$ cat src/rtl/tenc_pkg.sv
package tenc_pkg;

    // Default output code width; the line count follows from it.
    localparam int unsigned CODE_W_DEF = 3;

    // True when v is a clean run of ones starting at bit 0 (including zero).
    function automatic logic thermo_ok(input logic [63:0] v);
        return ((v & (v + 64'd1)) == 64'd0);
    endfunction

endpackage

$ cat src/rtl/tenc_front.sv
module tenc_front #(
    parameter int unsigned LINES = 7
) (
    input  logic [LINES-1:0] cmp_n_i,
    output logic [LINES+1:0] t_pad_o
);
    // Bit 0: virtual line below the lowest one (always asserted).
    // Bits 1..LINES: inverted comparator lines.
    // Bit LINES+1: virtual line above the top one (never asserted).
    assign t_pad_o = {1'b0, ~cmp_n_i, 1'b1};
endmodule

$ cat src/rtl/tenc_window.sv
module tenc_window #(
    parameter int unsigned LINES = 7
) (
    input  logic [LINES+1:0] t_pad_i,
    output logic [LINES-1:0] hot_o
);
    import tenc_pkg::*;

    for (genvar i = 0; i < LINES; i++) begin : g_win
        // Position i is an edge when it and the one below are asserted
        // and the one above is not.
        assign hot_o[i] = t_pad_i[i+1] & t_pad_i[i] & ~t_pad_i[i+2];
    end

    logic [LINES-1:0] t_mid;
    assign t_mid = t_pad_i[LINES:1];

    // A clean run can have at most one edge.
    always_comb begin
        if (thermo_ok(64'(t_mid))) begin
            assert_single_edge_R2: assert ($onehot0(hot_o));
        end
    end
endmodule

$ cat src/rtl/tenc_encoder.sv
module tenc_encoder #(
    parameter int unsigned LINES  = 7,
    parameter int unsigned CODE_W = 3
) (
    input  logic [LINES-1:0]  hot_i,
    output logic [CODE_W-1:0] code_o
);
    // Wired-OR encoding: every active edge adds its position plus one.
    always_comb begin
        code_o = '0;
        for (int i = 0; i < LINES; i++) begin
            if (hot_i[i]) code_o = code_o | CODE_W'(i + 1);
        end
    end

    always_comb begin
        if (hot_i == '0) begin
            assert_no_edge_zero_R1: assert (code_o == '0);
        end
    end
endmodule

$ cat src/rtl/therm_bubble_enc.sv
module therm_bubble_enc #(
    parameter int unsigned CODE_W = tenc_pkg::CODE_W_DEF
) (
    input  logic                        clk_i,
    input  logic                        rst_i,
    input  logic                        sample_en_i,
    input  logic [(2**CODE_W)-2:0]      cmp_n_i,
    output logic [CODE_W-1:0]           code_o,
    output logic                        valid_o
);
    import tenc_pkg::*;

    localparam int unsigned LINES = (2 ** CODE_W) - 1;

    logic [LINES+1:0]  t_pad;
    logic [LINES-1:0]  hot;
    logic [CODE_W-1:0] enc_code;
    logic [LINES-1:0]  t_raw;

    tenc_front #(.LINES(LINES)) u_front (
        .cmp_n_i (cmp_n_i),
        .t_pad_o (t_pad)
    );

    tenc_window #(.LINES(LINES)) u_window (
        .t_pad_i (t_pad),
        .hot_o   (hot)
    );

    tenc_encoder #(.LINES(LINES), .CODE_W(CODE_W)) u_enc (
        .hot_i  (hot),
        .code_o (enc_code)
    );

    // Output register: only settled values reach the pins.
    always_ff @(posedge clk_i) begin
        if (rst_i) begin
            code_o  <= '0;
            valid_o <= 1'b0;
        end else begin
            valid_o <= sample_en_i;
            if (sample_en_i) code_o <= enc_code;
        end
    end

    assign t_raw = ~cmp_n_i;

    assert_clean_count_R2: assert property (@(posedge clk_i) disable iff (rst_i)
        (sample_en_i && thermo_ok(64'(t_raw))) |=>
        (code_o == CODE_W'($countones($past(t_raw)))));

    assert_hold_R6: assert property (@(posedge clk_i) disable iff (rst_i)
        !sample_en_i |=> $stable(code_o));

    assert_valid_set_R7: assert property (@(posedge clk_i) disable iff (rst_i)
        sample_en_i |=> valid_o);

    assert_valid_clr_R7: assert property (@(posedge clk_i) disable iff (rst_i)
        !sample_en_i |=> !valid_o);

    assert_reset_R8: assert property (@(posedge clk_i)
        rst_i |=> (code_o == '0 && !valid_o));
endmodule

$ cat config.mk
export PLATFORM = sky130hd
export DESIGN_NAME = therm_bubble_enc
export DESIGN_NICKNAME = d
export VERILOG_FILES = /design/src/rtl/tenc_pkg.sv /design/src/rtl/tenc_front.sv /design/src/rtl/tenc_window.sv /design/src/rtl/tenc_encoder.sv /design/src/rtl/therm_bubble_enc.sv
export SDC_FILE = /design/constraint.sdc
export NUM_CORES = 1
export LEC_CHECK = 0
export BUFFER_PORTS_ARGS = -buffer_cell sky130_fd_sc_hd__buf_2
export CAP_MARGIN = 5
export CORE_AREA = 2 2 39 41
export DETAILED_ROUTE_END_ITERATION = 6
export DIE_AREA = 0 0 41 43
export GPL_TIMING_DRIVEN = 0
export PLACE_DENSITY = 0.41
export RECOVER_POWER = 50
export SLEW_MARGIN = 10
export SYNTH_ARGS = -nofsm -noshare
export SYNTH_HDL_FRONTEND = slang
export SYNTH_SLANG_ARGS = --single-unit
$ cat constraint.sdc
create_clock -name clk_i -period 0.9 [get_ports clk_i]
set_clock_uncertainty 0.05 [all_clocks]
set_input_delay 0.27 -clock clk_i [delete_from_list [all_inputs] [get_ports clk_i]]
set_output_delay 0.27 -clock clk_i [all_outputs]
set_load 0.01 [all_outputs]
# == Yosys cells after proc, flatten, opt, wreduce, memory -nomap -nowiden ==
# Cells that the tools add are included.
# word_totals
inputBits,10
wordCells,28
out_inout_bits,4
reg_bits,4
# op_classes
mux,7
bitwise_logic,19
# ops
op,count
$and 1x1->1,12
$mux 3,4
$not 7->7,1
$not 1->1,6
$mux 2,2
$mux 1,1

# == Logic depth before layout (Yosys ltp) ==
# Gate-level depths: netlist of the first run.
# depth
depth_word,10
depth_mapped,3
ltp_nobuf,3

# == Modules after synthesis ==
# From an unflattened synthesis of the first run, not the netlist that was laid out.
# hier_totals
hier_cells,32
area_unflattened_um2,262.8
# modules_own_cells
module,cells_each,instances,area_each_um2
therm_bubble_enc,11,1,127.6
tenc_window,7,1,63.8
tenc_front,11,1,48.8
tenc_encoder,3,1,22.5

# == Worst setup path after synthesis of the first run ==
# OpenSTA, ideal clock, no wires.
# synth_timing
path_kind,input-to-reg
start,in cmp_n_i[2]
end,reg code_o[1]
path_slack_ps,26
setup_time_ps,79
cell_stages,3
required_time_ps,771
arrival_ps,745
cell_sequence,nor2_1 -> a211o_1 -> a211oi_2
# synth_between
elab_chain_len,9
word_cells_on_any_way,11
classes_between,mux: 6; bitwise: 5
# synth_lines
element,line,source
start: declaration,therm_bubble_enc.sv:7,"input logic [(2**CODE_W)-2:0] cmp_n_i,"
$not 7->7 (*),-,
$not 1->1,tenc_window.sv:12,assign hot_o[i] = t_pad_i[i+1] & t_pad_i[i] & ~t_pad_i[i+2];
$and 1x1->1,tenc_window.sv:12,
$mux 2,tenc_encoder.sv:12,if (hot_i[i]) code_o = code_o | CODE_W'(i + 1);
$mux 2 (*),tenc_encoder.sv:12,
$mux 3 (*) (4 in series),tenc_encoder.sv:12,
end signal: assignment,therm_bubble_enc.sv:42,if (sample_en_i) code_o <= enc_code;
end: declaration,therm_bubble_enc.sv:8,"output logic [CODE_W-1:0] code_o,"
# Every way passes the cells marked *; elsewhere a longest branch is shown, timed or not.
# A chain may end at the register's enable or synchronous reset.

# == Worst setup path after layout of the first run ==
# layout_timing
start,reg code_o[1]
end,out code_o[1]
# No word-level cell between the ends.

==> results of run 1 <==
cells in the mapped netlist:
cell      count  area (sq um)
a211o_1       1          8.76
a211oi_1      1          7.51
a211oi_2      1          12.5
a21oi_1       3          15.0
and2b_2       1          8.76
dfxtp_1       4          80.1
inv_1         1          3.75
nand2_1       1          3.75
nor2_1        7          26.3
nor3_1        2          10.0
o21ai_0       2          10.0
metal layers:
layer | vias to the layer above | routed length [um] | share of wire
li1 | 117 | - | -
met1 | 90 | 225 | 0.49
met2 | 8 | 189 | 0.41
met3 | 0 | 46 | 0.10
met4 | 0 | 0 | 0
met5 | - | 0 | 0
power by group through the flow:
stage / Sequential [mW] / Clock (mW) / Combinational [mW]
after floorplan: 0.206 / 0 / 0.0330
after global placement: 0.199 / 0 / 0.0877
after detailed placement: 0.199 / 0 / 0.0870
after CTS: 0.201 / 0.231 / 0.0991
after global routing: 0.203 / 0.252 / 0.107
final: 0.201 / 0.220 / 0.0963
area by class of cell:
class / instances / area (sq um)
Inverter: 1 / 3.75
Multi-Input combinational cell: 19 / 103
Timing Repair Buffer: 13 / 82.6
Sequential cell: 4 / 83.8
Fill cell: 167 / 1070
Clock buffer: 3 / 22.5
Tap cell: 16 / 20.0
registers in the layout, summed over array words and instances (netlist names):
name	flops
code_o	3
valid_o	1
cells by family after synthesis:
group                  Yosys count  share of synthesized area
AO/OA/AOI/OAI                    8                      0.289
AND/OR/NAND/NOR                 11                      0.262
buffers and inverters            1                     0.0201
flip-flops                       4                      0.430
path summary, 6_finish.rpt:
path,to,startpoint,cells past startpoint
worst max-delay path,code_o[1],code_o[1],1
worst min-delay path,code_o[1],rst_i,2
worst max register to register,code_o[0],code_o[0],2
worst min register to register,code_o[2],code_o[2],2
through the flow:
stage          worst slack, ns  utilization
6_report               -0.0770        0.228
2_1_floorplan           0.0260            -
3_3_place_gp            -0.141        0.196
5_1_grt                 -0.109        0.228
4_1_cts                -0.0891        0.229
3_5_place_dp            -0.127        0.196
cell usage in the layout (no fill, tap or decap), drive strengths merged:
cell type	instances
buf	12
nor2	7
clkbuf	4
dfxtp	4
a21oi	3
nor3	2
o21ai	2
a211oi	2
inv	1
a211o	1
and2b	1
nand2	1
timing repair:
| item | in CTS | in global routing |
|---|---|---|
| hold buffers | 0 | 0 |
| resized for setup | 6 | 0 |
| gates cloned | 0 | 0 |
| setup endpoints to repair | 4 | 4 |
==> results.py, run 1 <==
metrics = {
    "status": {
        "outcome": "finished with violations",
        "violations": "negative setup slack",
    },
    "power_and_ir_drop": {
        "seqPwrFrac": 0.389,
        "ir_drop_mv": 0.538,
        "power.switching_mw": 0.122,
        "combPwrFrac": 0.186,
        "power_mw": 0.517,
        "powerDensity_mw_per_mm2": 1640,
        "leakagePower_nw": 0.147,
        "p_clk_frac": 0.425,
        "switching_share": 0.236,
        "intPower_mw": 0.395,
    },
    "finish": {
        "diodes": 0,
        "instances_no_fill": 56,
        "drive_above_1_share": 0.500,
        "design_area_sq_um": 315,
        "area_delta_synth_final_pct": 69.1,
        "layout.nets": 52,
    },
    "clock_tree": {
        "cts_tree": "done",
        "clkSlewWorstSetupHoldPaths_ns": 0.04,
        "clock_latency_ns": 0.23,
        "htree_levels": 1,
        "clock_sink_count": 4,
        "cts.path.max_buffers": 2,
        "post-cts-setup-buffer-count": 0,
        "cts_buffers": 3,
        "root_buffer": "clkbuf_4",
    },
    "logic_synthesis": {
        "synth-seq-cells": 4,
        "avgSynthCellArea_sq_um": 7.77,
        "syn_inst": 24,
        "yosysWarnings": 0,
        "netlist_area_sq_um": 186,
        "yosysSeqAreaShare": 0.430,
        "synth_nets": 34,
        "synth_cell_types": 11,
    },
    "global_routing": {
        "grt_use_met3": 0.0681,
        "grt_max_degree": 6,
        "gr-max-usage-layer": "met2",
        "antenna_found_initial": 0,
        "grt_pass1_wl_um": 703,
        "use_met2": 0.0781,
        "grt_overflow": 0,
        "met1_usage": 0.0641,
        "first_global_vias": 201,
        "grtUsageTotal": 0.0642,
    },
    "critical_path": {
        "worstSetupStartpointType": "register",
        "cp.required_ns": 0.58,
        "critPathTopFamily": "flip-flops",
        "r2r_setup_slack_ns": 0.21,
        "path_cells": "buf_6",
        "path_max_fanout": 2,
        "critPathMaxStageDelay_ns": 0.31,
        "end_kind": "output port",
        "crit_arrival_ns": 0.66,
        "crit_type": "register to output port",
        "slowest_stage": "dfxtp_2",
        "path_buf_inv": 1,
    },
    "timing": {
        "hold_violations": 0,
        "fmax_mhz": 1020,
        "finalCritPeriodShare": 1.09,
        "tightestPinTransition_ns": 0.183,
        "setup_ws_ns": -0.0770,
        "slew_viol_final": 0,
        "holdWs_ns": 0.192,
        "rsz0062_at_grt": "yes",
        "period_needed_ns": 0.977,
        "finalSetupTns_ns": -0.295,
        "setup_viol": 4,
        "slew_headroom": 0.878,
    },
    "placement": {
        "placed_cells": 53,
        "placed_area_sq_um": 272,
        "dp_hpwl_um": 385,
        "gp_congestion": 0.725,
        "io_buffers": 13,
    },
    "worst_hold_path": {
        "hold_class": "primary input to register",
    },
    "routing": {
        "dr.pass1.iters": 2,
        "drc_errors": 0,
        "post_drt_wl_per_cell_um": 8.21,
        "initialDrtViolationCount": 9,
        "num_vias": 215,
        "vias_per_cell": 3.84,
        "antenna_left": 0,
        "drt-total-wl_um": 460,
    },
    "floorplan": {
        "pin_count": 14,
        "die_h_um": 43,
        "rows": 14,
        "die_x_um": 41,
        "initial_utilization": 0.135,
        "core-area_sq_mm": 0.00138,
        "dieArea_sq_mm": 0.00176,
    },
    "job": {
        "maxCapViolCount": 0,
    },
}
Note: power is estimated with default switching activity, not from simulation.
==> run 2, diff against run 1 <==
ABC_AREA = 1   (was default)
PLACE_DENSITY = 0.42   (was 0.41)
==> results.py, run 2 <==
metrics = {
    "global_routing": {
        "antenna_found_initial": 0,
        "gr-max-usage-layer": "met4",
        "grt_pass1_wl_um": 752,
        "grt_use_met3": 0.0157,
        "grt_max_degree": 7,
        "grt_overflow": 0,
        "use_met2": 0.0688,
        "met1_usage": 0.0892,
        "grtUsageTotal": 0.0681,
        "first_global_vias": 200,
    },
    "worst_hold_path": {
        "whs_endpoint": "valid_o",
        "min_from": "rst_i",
        "hold_class": "primary input to register",
        "holdPathStages": 2,
    },
    "logic_synthesis": {
        "synth_top_area_frac": 0.388,
        "synth_most_common_cell": "nor2_1",
        "avgSynthCellArea_sq_um": 5.73,
        "yosys.area.top_type": "dfxtp_1",
        "synth_nets": 46,
        "ys_top_cells_by_area": "dfxtp_1 39%, nor2_1 20%, nand2_1 18%",
        "async_flop_share": 0,
        "netlist_area_sq_um": 206,
        "synth-seq-cells": 4,
        "synthFlopType": "dfxtp_1",
        "synth_cell_types": 6,
        "yosysWarnings": 0,
        "syn_inst": 36,
        "yosysSeqAreaShare": 0.388,
        "synth_edf_count": 0,
        "synth_common_cells": "11 x nor2_1, 10 x nand2_1, 6 x inv_1",
    },
    "critical_path": {
        "cp.required_ns": 0.58,
        "ff2ff_path_depth": 2,
        "r2r_setup_slack_ns": 0.20,
        "path_max_fanout": 2,
        "end_kind": "output port",
        "path_buf_inv": 1,
        "crit_type": "register to output port",
        "r2r_start": "code_o[0]",
        "crit_arrival_ns": 0.65,
        "path_cells": "buf_6",
        "worstSetupStartpointType": "register",
        "critPathMaxStageDelay_ns": 0.31,
        "slowest_stage": "dfxtp_2",
        "critPathTopFamily": "flip-flops",
        "r2r-end": "code_o[0]",
    },
    "floorplan": {
        "die_h_um": 43,
        "die_x_um": 41,
        "core-area_sq_mm": 0.00138,
        "initial_utilization": 0.149,
        "dieArea_sq_mm": 0.00176,
        "pin_count": 14,
        "rows": 14,
    },
    "clock_tree": {
        "root_buffer": "clkbuf_4",
        "clkSlewWorstSetupHoldPaths_ns": 0.04,
        "post-cts-setup-buffer-count": 0,
        "cts.path.max_buffers": 2,
        "cts_tree": "done",
        "clock_sink_count": 4,
        "htree_levels": 1,
        "clock_latency_ns": 0.23,
        "cts_buffers": 3,
    },
    "finish": {
        "area_delta_synth_final_pct": 66.1,
        "drive_above_1_share": 0.365,
        "regArea_sq_um": 85.1,
        "fill_cells": 169,
        "largest_register_ffs": 3,
        "top_register": "code_o",
        "final_common_cell": "nor2_1",
        "layout.nets": 64,
        "multiInputGateArea_sq_um": 104,
        "reg.largest.list": "code_o: 3 flops, valid_o: 1 flops",
        "utilization": 0.248,
        "mostFrequentLayoutCells": "11 x nor2_1, 10 x nand2_1, 8 x buf_2",
        "diodes": 0,
        "instances_no_fill": 68,
    },
    "job": {
        "maxCapViolCount": 0,
    },
    "routing": {
        "vias_per_cell": 3.60,
        "post_drt_wl_per_cell_um": 7.22,
        "drt-total-wl_um": 491,
        "antenna_left": 0,
        "num_vias": 245,
        "initialDrtViolationCount": 5,
        "drc_errors": 0,
        "dr.pass1.iters": 4,
    },
    "placement": {
        "gp_congestion": 0.648,
        "io_buffers": 13,
        "placed_cells": 65,
        "dp_slack_ns": 0.000556,
        "dp_hpwl_um": 389,
    },
    "timing": {
        "hold_violations": 0,
        "period_needed_ns": 0.974,
        "rsz0062_at_grt": "yes",
        "finalSetupTns_ns": -0.284,
        "slew_headroom": 0.837,
        "fmax_mhz": 1030,
        "tightestPinTransition_ns": 0.245,
        "finalCritPeriodShare": 1.08,
        "setup_ws_ns": -0.0741,
        "slew_viol_final": 0,
        "setup_viol": 4,
    },
    "status": {
        "violations": "negative setup slack",
        "outcome": "finished with violations",
    },
    "power_and_ir_drop": {
        "powerDensity_mw_per_mm2": 1530,
        "power_mw": 0.523,
        "ir_drop_mv": 0.244,
        "leakagePower_nw": 0.197,
    },
}
[run 2: timing repair]
item,4_1_cts,5_1_grt
hold buffers,0,0
endpoints found under the hold margin,0,0
endpoints found under the setup margin,4,4
resized for setup,6,2
[run 2: metrics by stage]
stage,area [sq um],hold slack [ns]
floorplan,206,0.291
global placement,292,0.393
detailed placement,292,0.393
CTS,337,0.144
global route,343,0.139
finish,343,0.147
[run 2: worst max path at each step]
stage,end,cells past startpoint,startpoint,slack (ns)
finish,code_o[2],1,code_o[2],-0.07
global route,code_o[2],1,code_o[2],-0.11
CTS,code_o[2],1,code_o[2],-0.09
detailed placement,code_o[1],6,cmp_n_i[5],0.0006
global placement,code_o[1],6,cmp_n_i[5],0.0001
floorplan,code_o[1],5,cmp_n_i[5],0.17
[run 2: area by class of cell]
cell class / instances / area share
flip-flops and latches: 4 / 0.248
clock buffers: 3 / 0.0657
repair buffers: 13 / 0.259
multi-input cells: 26 / 0.303
well taps: 16 / 0.0584
inverters: 6 / 0.0657
[run 2: routing by layer]
metal | up-vias | share of wire
met5 | - | 0
met4 | 0 | 0
met3 | 0 | 0.12
met2 | 12 | 0.36
met1 | 93 | 0.52
li1 | 140 | -
[run 2: power breakdown]
part / internal [mW] / switching (mW)
Sequential: 0.194 / 0.00740
Combinational: 0.0532 / 0.0482
Clock: 0.149 / 0.0708
Total: 0.397 / 0.126
[run 2: kinds of logic after synthesis]
logic type	count (synthesis)	synth area share
AOI/OAI and AO/OA	3	0.0727
DFF	4	0.388
and+or+nand+nor	23	0.430
buffers and inverters	6	0.109
